## config.mk

```make
export PLATFORM = sky130hd
export DESIGN_NAME = tag_regfile
export DESIGN_NICKNAME = d
export VERILOG_FILES = /design/src/rtl/tag_regfile_pkg.sv /design/src/rtl/tag_regfile_ctrl.sv /design/src/rtl/tag_regfile_data.sv /design/src/rtl/tag_regfile.sv
export SDC_FILE = /design/constraint.sdc
export NUM_CORES = 1
export LEC_CHECK = 0
export ABC_CLOCK_PERIOD_IN_PS = 5900
export BUFFER_PORTS_ARGS = -buffer_cell sky130_fd_sc_hd__clkbuf_2
export CAP_MARGIN = 20
export CELL_PAD_IN_SITES_DETAIL_PLACEMENT = 0
export CELL_PAD_IN_SITES_GLOBAL_PLACEMENT = 1
export CORE_MARGIN = 2
export CORE_UTILIZATION = 42
export CTS_CLUSTER_SIZE = 20
export DETAILED_ROUTE_END_ITERATION = 8
export PLACE_DENSITY_LB_ADDON = 0.1
export SYNTH_ARGS = -nofsm -noshare
export SYNTH_HDL_FRONTEND = slang
export SYNTH_SLANG_ARGS = --single-unit
```

## constraint.sdc

```tcl
create_clock -name clk -period 5.9 [get_ports clk]
set_input_delay 0.885 -clock clk [delete_from_list [all_inputs] [get_ports clk]]
set_output_delay 0.885 -clock clk [all_outputs]
set_load 0.01 [all_outputs]
```

## src/rtl/tag_regfile_pkg.sv

```systemverilog
package tag_regfile_pkg;
  // Per-read-port decision handed from control to datapath.
  typedef struct packed {
    logic ready;   // operand usable this cycle
    logic bypass;  // take data from the broadcast bus
  } rdSel_t;
endpackage

```

## src/rtl/tag_regfile_ctrl.sv

```systemverilog
module tag_regfile_ctrl
  import tag_regfile_pkg::*;
#(
  parameter int NUM_REGS = 8,
  parameter int TAG_W    = 3,
  parameter bit ZERO_REG = 1'b1,
  localparam int AW      = $clog2(NUM_REGS)
) (
  input  logic                        clk,
  input  logic                        rst,
  input  logic                        renValid,
  input  logic [AW-1:0]               renAddr,
  input  logic [TAG_W-1:0]            renTag,
  input  logic                        bcValid,
  input  logic [TAG_W-1:0]            bcTag,
  input  logic [1:0][AW-1:0]          rdAddr,
  output logic [NUM_REGS-1:0]         valWe,
  output rdSel_t [1:0]                rdSel,
  output logic [1:0][TAG_W-1:0]       rdTag
);
  logic [NUM_REGS-1:0][TAG_W-1:0] tagVec;
  logic bcLive;
  logic renLive;

  assign bcLive  = bcValid && (bcTag != '0);
  assign renLive = renValid && (renTag != '0) && !(ZERO_REG && renAddr == '0);

  // Per-register producer tag: newest rename wins over a matching broadcast.
  for (genvar i = 0; i < NUM_REGS; i++) begin : g_tag
    logic [TAG_W-1:0] tagR;
    logic hitBc;
    logic hitRen;
    assign hitBc    = bcLive && (tagR == bcTag);
    assign hitRen   = renLive && (renAddr == AW'(i));
    assign valWe[i] = hitBc && !hitRen;
    always_ff @(posedge clk) begin
      if (rst)         tagR <= '0;
      else if (hitRen) tagR <= renTag;
      else if (hitBc)  tagR <= '0;
    end
    assign tagVec[i] = tagR;
  end

  // Read decisions, with same-cycle broadcast bypass.
  for (genvar p = 0; p < 2; p++) begin : g_rd
    logic [TAG_W-1:0] curTag;
    logic isZero;
    logic byp;
    assign curTag = tagVec[rdAddr[p]];
    assign isZero = ZERO_REG && (rdAddr[p] == '0);
    assign byp    = bcLive && !isZero && (curTag == bcTag);
    assign rdSel[p].bypass = byp;
    assign rdSel[p].ready  = isZero || (curTag == '0) || byp;
    assign rdTag[p] = rdSel[p].ready ? '0 : curTag;
  end
endmodule

```

## src/rtl/tag_regfile_data.sv

```systemverilog
module tag_regfile_data
  import tag_regfile_pkg::*;
#(
  parameter int NUM_REGS = 8,
  parameter int DATA_W   = 16,
  localparam int AW      = $clog2(NUM_REGS)
) (
  input  logic                        clk,
  input  logic                        rst,
  input  logic [NUM_REGS-1:0]         valWe,
  input  logic [DATA_W-1:0]           bcData,
  input  logic [1:0][AW-1:0]          rdAddr,
  input  rdSel_t [1:0]                rdSel,
  output logic [1:0][DATA_W-1:0]      rdVal
);
  logic [NUM_REGS-1:0][DATA_W-1:0] valVec;

  for (genvar i = 0; i < NUM_REGS; i++) begin : g_val
    logic [DATA_W-1:0] valR;
    always_ff @(posedge clk) begin
      if (rst)           valR <= '0;
      else if (valWe[i]) valR <= bcData;
    end
    assign valVec[i] = valR;
  end

  for (genvar p = 0; p < 2; p++) begin : g_rd
    assign rdVal[p] = rdSel[p].bypass ? bcData : valVec[rdAddr[p]];
  end
endmodule

```

## src/rtl/tag_regfile.sv

```systemverilog
module tag_regfile
  import tag_regfile_pkg::*;
#(
  parameter int NUM_REGS = 8,
  parameter int DATA_W   = 16,
  parameter int TAG_W    = 3,
  parameter bit ZERO_REG = 1'b1,
  localparam int AW      = $clog2(NUM_REGS)
) (
  input  logic              clk,
  input  logic              rst,
  input  logic [AW-1:0]     rdAddrA,
  output logic              rdReadyA,
  output logic [DATA_W-1:0] rdValA,
  output logic [TAG_W-1:0]  rdTagA,
  input  logic [AW-1:0]     rdAddrB,
  output logic              rdReadyB,
  output logic [DATA_W-1:0] rdValB,
  output logic [TAG_W-1:0]  rdTagB,
  input  logic              renValid,
  input  logic [AW-1:0]     renAddr,
  input  logic [TAG_W-1:0]  renTag,
  input  logic              bcValid,
  input  logic [TAG_W-1:0]  bcTag,
  input  logic [DATA_W-1:0] bcData
);
  logic [1:0][AW-1:0]     rdAddr;
  logic [NUM_REGS-1:0]    valWe;
  rdSel_t [1:0]           rdSel;
  logic [1:0][TAG_W-1:0]  rdTag;
  logic [1:0][DATA_W-1:0] rdVal;

  assign rdAddr = {rdAddrB, rdAddrA};

  tag_regfile_ctrl #(.NUM_REGS(NUM_REGS), .TAG_W(TAG_W), .ZERO_REG(ZERO_REG)) ctrl_i (
    .clk(clk), .rst(rst),
    .renValid(renValid), .renAddr(renAddr), .renTag(renTag),
    .bcValid(bcValid), .bcTag(bcTag),
    .rdAddr(rdAddr), .valWe(valWe), .rdSel(rdSel), .rdTag(rdTag)
  );

  tag_regfile_data #(.NUM_REGS(NUM_REGS), .DATA_W(DATA_W)) data_i (
    .clk(clk), .rst(rst), .valWe(valWe), .bcData(bcData),
    .rdAddr(rdAddr), .rdSel(rdSel), .rdVal(rdVal)
  );

  assign rdReadyA = rdSel[0].ready;
  assign rdReadyB = rdSel[1].ready;
  assign rdValA   = rdVal[0];
  assign rdValB   = rdVal[1];
  assign rdTagA   = rdTag[0];
  assign rdTagB   = rdTag[1];
endmodule

```

; ---- After elaboration in Yosys (flattened, before gate mapping)
; Cells that the tools add are included.
[totals]
regBits = 152
latch_bits = 0
ram_bits = 0
mem_bits_ro = 0
output_inout_bits = 40
elab_cells = 124
mem_count = 0
[classes]
addsub = 0
mul = 0
div_mod_pow = 0
order_cmp = 2
n_eq_ne = 17
n_shift = 0
mux = 28
bitwise_logic = 0
reduce_logical = 61
[ops]
columns = cell, count
row1 = 16-bit binary-select mux with 3-bit select, 2
row2 = 16-bit 2-to-1 mux, 4
row3 = 3-bit 2-to-1 mux, 20
row4 = 1-bit logical AND, 31
row5 = 3-bit equality test, 10
row6 = 3-bit binary-select mux with 3-bit select, 2
row7 = 2-bit nonzero test, 8
row8 = 3-bit zero test, 5
row9 = "3-bit equality test, second input constant", 4
row10 = 1-bit zero test, 11
row11 = "3-bit by 4-bit < comparator with 1-bit output, second input constant", 2
row12 = "3-bit by 2-bit equality test with 1-bit output, second input constant", 2
row13 = 3-bit nonzero test, 2
row14 = 1-bit logical OR, 4
row15 = "3-bit by 1-bit equality test with 1-bit output, second input constant", 1

; ---- Longest topological paths before layout
[depth]
depth_word = 6
depth_mapped = 9
mapped_depth_nobuf = 6

; ---- Modules after synthesis
; Synthesis repeated with hierarchy kept, for this count alone.
[hier_totals]
cells_unflattened = 931
area_unflattened_um2 = 9038.7
[modules_own_cells]
columns = module, n_inst, cells_per_inst, area_each_um2, seq_area_each_um2
row1 = tag_regfile_data, 1, 726, 7165.6, 2562.5
row2 = tag_regfile_ctrl, 1, 205, 1873.0, 480.5

; ---- Worst setup path after synthesis
; Ideal clock, no wire load.
[synth_path]
kind = input-to-output
from = input rdAddrA[0]
to = output rdValA[10]
arrival_ns = 2.718
slack_ns = 2.297
stages = 8
n_path_buf = 2
cell_sequence = buf_6 -> mux4_1 -> mux2i_2 -> xor2_1 -> nand2_1 -> nor4_4 -> buf_6 -> mux2_1
[synth_between]
elab_chain_len = 5
word_cells_on_any_way = 10
cone_classes = eq/ne (1) / mux (5) / reduce/logical (4)
[synth_rtl]
columns = item, line
row1 = start: declaration, tag_regfile.sv:12  ; input logic [AW-1:0] rdAddrA,
row2 = 3-bit binary-select mux with 3-bit select / 3-bit zero test (equally long branches), "tag_regfile_ctrl.sv:49, tag_regfile_ctrl.sv:50"
row3 = 3-bit 2-to-1 mux (not written as such) / 1-bit zero test (equally long branches), "tag_regfile_ctrl.sv:49, tag_regfile_ctrl.sv:51"
row4 = 3-bit equality test / 1-bit logical AND (equally long branches), tag_regfile_ctrl.sv:51  ; assign byp = bcLive && !isZero && (curTag == bcTag);
row5 = 1-bit logical AND, tag_regfile_ctrl.sv:51
row6 = 16-bit 2-to-1 mux (*), tag_regfile_data.sv:28  ; assign rdVal[p] = rdSel[p].bypass ? bcData : valVec[rdAddr[p]];
row7 = end: declaration, tag_regfile.sv:14  ; output logic [DATA_W-1:0] rdValA,
; Every way passes the cells marked *; elsewhere a longest branch is shown, timed or not. The select of a mux whose other input is x is not followed.

; ---- Final worst setup path
[layout_path]
from = input rdAddrA[2]
to = output rdValA[12]
; Same word-level chain as after synthesis.

==> qor.log <==
qor: status.run_status complete, no violations
qor: clocking.cts_tree yes
qor: yosys.post-synth-top-area-fraction 35.1%
qor: global_routing.first_pass_grt_wire_length 38.1 mm
qor: worst_setup_path.crit_path_start rdAddrA[2]
qor: yosys.synthesis.area_per_instance 11.0 um^2
qor: power_and_ir_drop.p_leak 3.70 nW
qor: job.max_cap_violations 0
qor: timing.min_period_over_period 73.9%
qor: clocking.clock_sinks 152
qor: clocking.postCtsSetupRepairBufs 0
qor: power_and_ir_drop.pwr_density_cell 258 nW/um^2
qor: final_layout.final-seq-area 3040 um^2
qor: global_routing.grt.overflow.total 0
qor: timing.rsz0062_at_grt no
qor: worst_setup_path.timing.critical_path.slowest_cell_delay 0.61 ns
qor: worst_hold_path.worst_hold_path_class flop to flop
qor: detailed_routing.avgViaCountPerCell 5.67
qor: timing.maxClockFrequency 229 MHz
qor: yosys.yosys_most_used_dff dfxtp_1
qor: final_layout.finish.net_count 850
qor: global_routing.first_global_vias 6453
qor: detailed_routing.drcViolationCount 0
qor: global_routing.grt_start_max_net_pins 102
qor: placement.place_ws 1.59 ns
qor: global_routing.grt_usage 23.2%
qor: timing.totalNegativeSetupSlack 0 ns
qor: worst_setup_path.worst-endpoint-required 5.02 ns
qor: timing.timing.final.crit_period 4.36 ns
qor: placement.place.detailed.instances 1066
qor: worst_setup_path.critical_path.slowest_cell clkbuf_2
qor: placement.dp.final_hpwl 15.0 mm
qor: die.die_y 148 um
qor: clocking.ctsLongestPathBuffers 2
qor: clocking.clock_latency 0.43 ns
qor: final_layout.num_antenna_cells 0
qor: detailed_routing.vias 6229
qor: final_layout.layout.cells.non_filler 1098
qor: worst_setup_path.worst-setup-path-type input port to primary output
qor: worst_setup_path.crit_fanout 25
qor: detailed_routing.detail_route.first_pass.iterations 5
qor: worst_setup_path.worstPathCellList clkbuf_2 -> mux4_1 -> mux2i_2 -> xor2_1 -> nand2_1 -> nor4_4 -> buf_4 -> mux2_1 -> clkbuf_2
qor: detailed_routing.final_routed_wire_length_divided_by_cell_count 22.1 um
qor: clocking.cts-root-buf clkbuf_16
qor: worst_setup_path.timing.rr.start ctrl_i.g_tag[4].tagR[0]$_SDFFE_PP0P_
qor: worst_setup_path.critPathLaunchType input port
qor: detailed_routing.finalWirelength 24.2 mm
qor: clocking.cts_hold_buf 0
qor: clocking.number_of_gates_resized_after_cts 0
qor: die.fp.coreArea 20200 um^2
qor: yosys.postSynthRegisterBits 152
qor: yosys.syn_inst 787
qor: yosys.synth.lib_cells_used.distinct 39
qor: final_layout.multi_input_comb_area 5140 um^2
qor: detailed_routing.antenna_left 0
qor: placement.dpl-instance-area 9020 um^2
qor: yosys.number_of_synthesized_flops_with_an_enable_pin 0
qor: yosys.synth.cell_area 8680 um^2
qor: die.initial_core_util 42.9%
qor: timing.worst-slew-pin-transition 1.12 ns
qor: final_layout.final_cell_area 9620 um^2
qor: die.die_area 21800 um^2
qor: die.pin_count 75
qor: clocking.worst_setup_hold_path_clk_slew 0.06 ns
qor: final_layout.final_core_util 47.5%
qor: timing.finalSetupViolations 0
qor: final_layout.area_delta_synth_final 10.8%
qor: timing.relSlewSlack 25.1%
qor: timing.timing.final.max_slew_violations 0
qor: timing.final-hold-violation-count 0
qor: placement.number_of_port_buffers 74
qor: timing.finalWorstSetupSlack 1.54 ns
qor: yosys.synthArstFlopShare 0%
qor: yosys.synth-seq-area-share 35.1%
qor: placement.gpl.final_weighted_congestion 0.826
qor: die.die_width 148 um
qor: yosys.synthesized_nets 822
qor: final_layout.fill_cells 1892
qor: yosys.ys_warn_count 0
qor: worst_hold_path.min-delay-start data_i.g_val[2].valR[13]$_SDFFE_PP0P_
qor: yosys.ys_top_cells_by_area dfxtp_1 (35%), mux2i_1 (18%), mux4_2 (17%)
qor: clocking.cts_buffers 17
qor: power_and_ir_drop.max-vdd-ir-drop 161 uV
qor: detailed_routing.first_iter_violations 348
qor: timing.finClkSkew 0.0109 ns
qor: global_routing.antenna_found_initial 0
qor: worst_setup_path.critical_path_arrival 3.47 ns
qor: clocking.cts.htree.levels 4
qor: final_layout.final_layout_size_suffix_gt1_share 27.7%
qor: worst_setup_path.timing.critical_path.mode_cell clkbuf_2
qor: yosys.post-synth-top-area-cell dfxtp_1
qor: worst_setup_path.timing.critical_path.max_delay_family multiplexers
qor: worst_setup_path.worst-path-buf-inv 3
qor: die.num_rows 52
qor: worst_setup_path.crit_path_end_kind primary output
==> path summary, 6_finish.rpt <==
check | end | slack, ns | depth (start not counted)
worst max register to register | data_i.g_val[4].valR[15]$_SDFFE_PP0P_ | 3.76 | 5
worst min-delay path | data_i.g_val[2].valR[13]$_SDFFE_PP0P_ | 0.51 | 2
worst max-delay path | rdValA[12] | 1.54 | 9
worst min register to register | data_i.g_val[2].valR[13]$_SDFFE_PP0P_ | 0.51 | 2
==> layout make-up <==
class                      count  area share [%]
sequential                   152            31.6
clock buffer                  18            4.46
timing repair buffer          90            5.13
clock inverter                14            1.80
inverter                       1          0.0390
multi-input combinational    553            53.4
tap                          270            3.51
==> cell usage in the layout, fill, tap and decap left out, types with 2 or more instances in the layout <==
master      Yosys  layout
a21oi_1        16      16
a22oi_1        21      21
buf_4           7      17
bufinv_16       0       3
clkbuf_16       0      17
clkbuf_2        0      73
clkinv_2        0       3
clkinv_4        0       3
clkinvlp_4      0       2
dfxtp_1       152     152
inv_6           0       3
mux2_1          6       6
mux2_2         16      16
mux2_4         10      10
mux2i_1       154     154
mux2i_2         2       2
mux4_1          4       4
mux4_2         67      67
mux4_4          2       2
nand2_1         3       3
nand2b_1        4       3
nand3b_1        2       2
nand4_1         4       4
nor2_1        181     181
nor2_2          2       2
nor2b_1         6       2
nor2b_2         0       4
nor3_1          6       6
nor3b_1         3       3
nor4_1          6       5
xnor2_1         7       7
xor2_1         23      23
==> sequential cells by signal, indices dropped and copies added, names as in the netlist <==
register           count
ctrl_i.g_tag.tagR     24
data_i.g_val.valR    128
==> through the flow <==
step / hold slack, ns / power, mW
after CTS: 0.515 / 2.52
after floorplan: 0.472 / 1.30
final: 0.507 / 2.48
after global placement: 0.485 / 1.37
after detailed placement: 0.500 / 1.38
after global routing: 0.540 / 2.58
==> worst register-to-register path, cell delays in order (launching register included) <==
cell and delay [ns]:
dfxtp_1 0.36, xor2_1 0.18, nor4_1 0.45, nand2b_2 0.58, mux2i_1 0.35, nor2_1 0.06
==> cell usage after synthesis (6+ instances only) <==
cell type,n
dfxtp_1,152
nor2_1,181
mux2_1,6
xnor2_1,7
mux2_2,16
a21oi_1,16
nor3_1,6
buf_4,7
mux2i_1,154
buf_2,19
buf_6,16
xor2_1,23
mux2_4,10
nor4_1,6
a22oi_1,21
mux4_2,67
clkbuf_1,35
nor2b_1,6
==> cell families (layout without fill, tap and decap cells) <==
family / after synthesis / count (layout) / synth area share, %
compound gates: 43 / 43 / 3.50
xor+xnor: 30 / 30 / 3.03
buf+inv: 82 / 123 / 5.93
flops: 152 / 152 / 35.1
mux: 261 / 261 / 41.8
simple gates: 219 / 219 / 10.6
==> routing by layer <==
layer	vias to the layer above	part of all wire [%]	GRT usage, %
li1	2894	-	-
met1	3127	46	30.9
met2	179	47	37.7
met3	29	5.3	5.15
met4	0	2.1	7.02
met5	-	0	0
==> power breakdown <==
group | total (mW) | switching, mW | internal (mW)
sequential | 1.07 | 0.0174 | 1.05
combinational | 0.287 | 0.170 | 0.118
clock | 1.13 | 0.461 | 0.669
(Power assumes the default switching activity.)
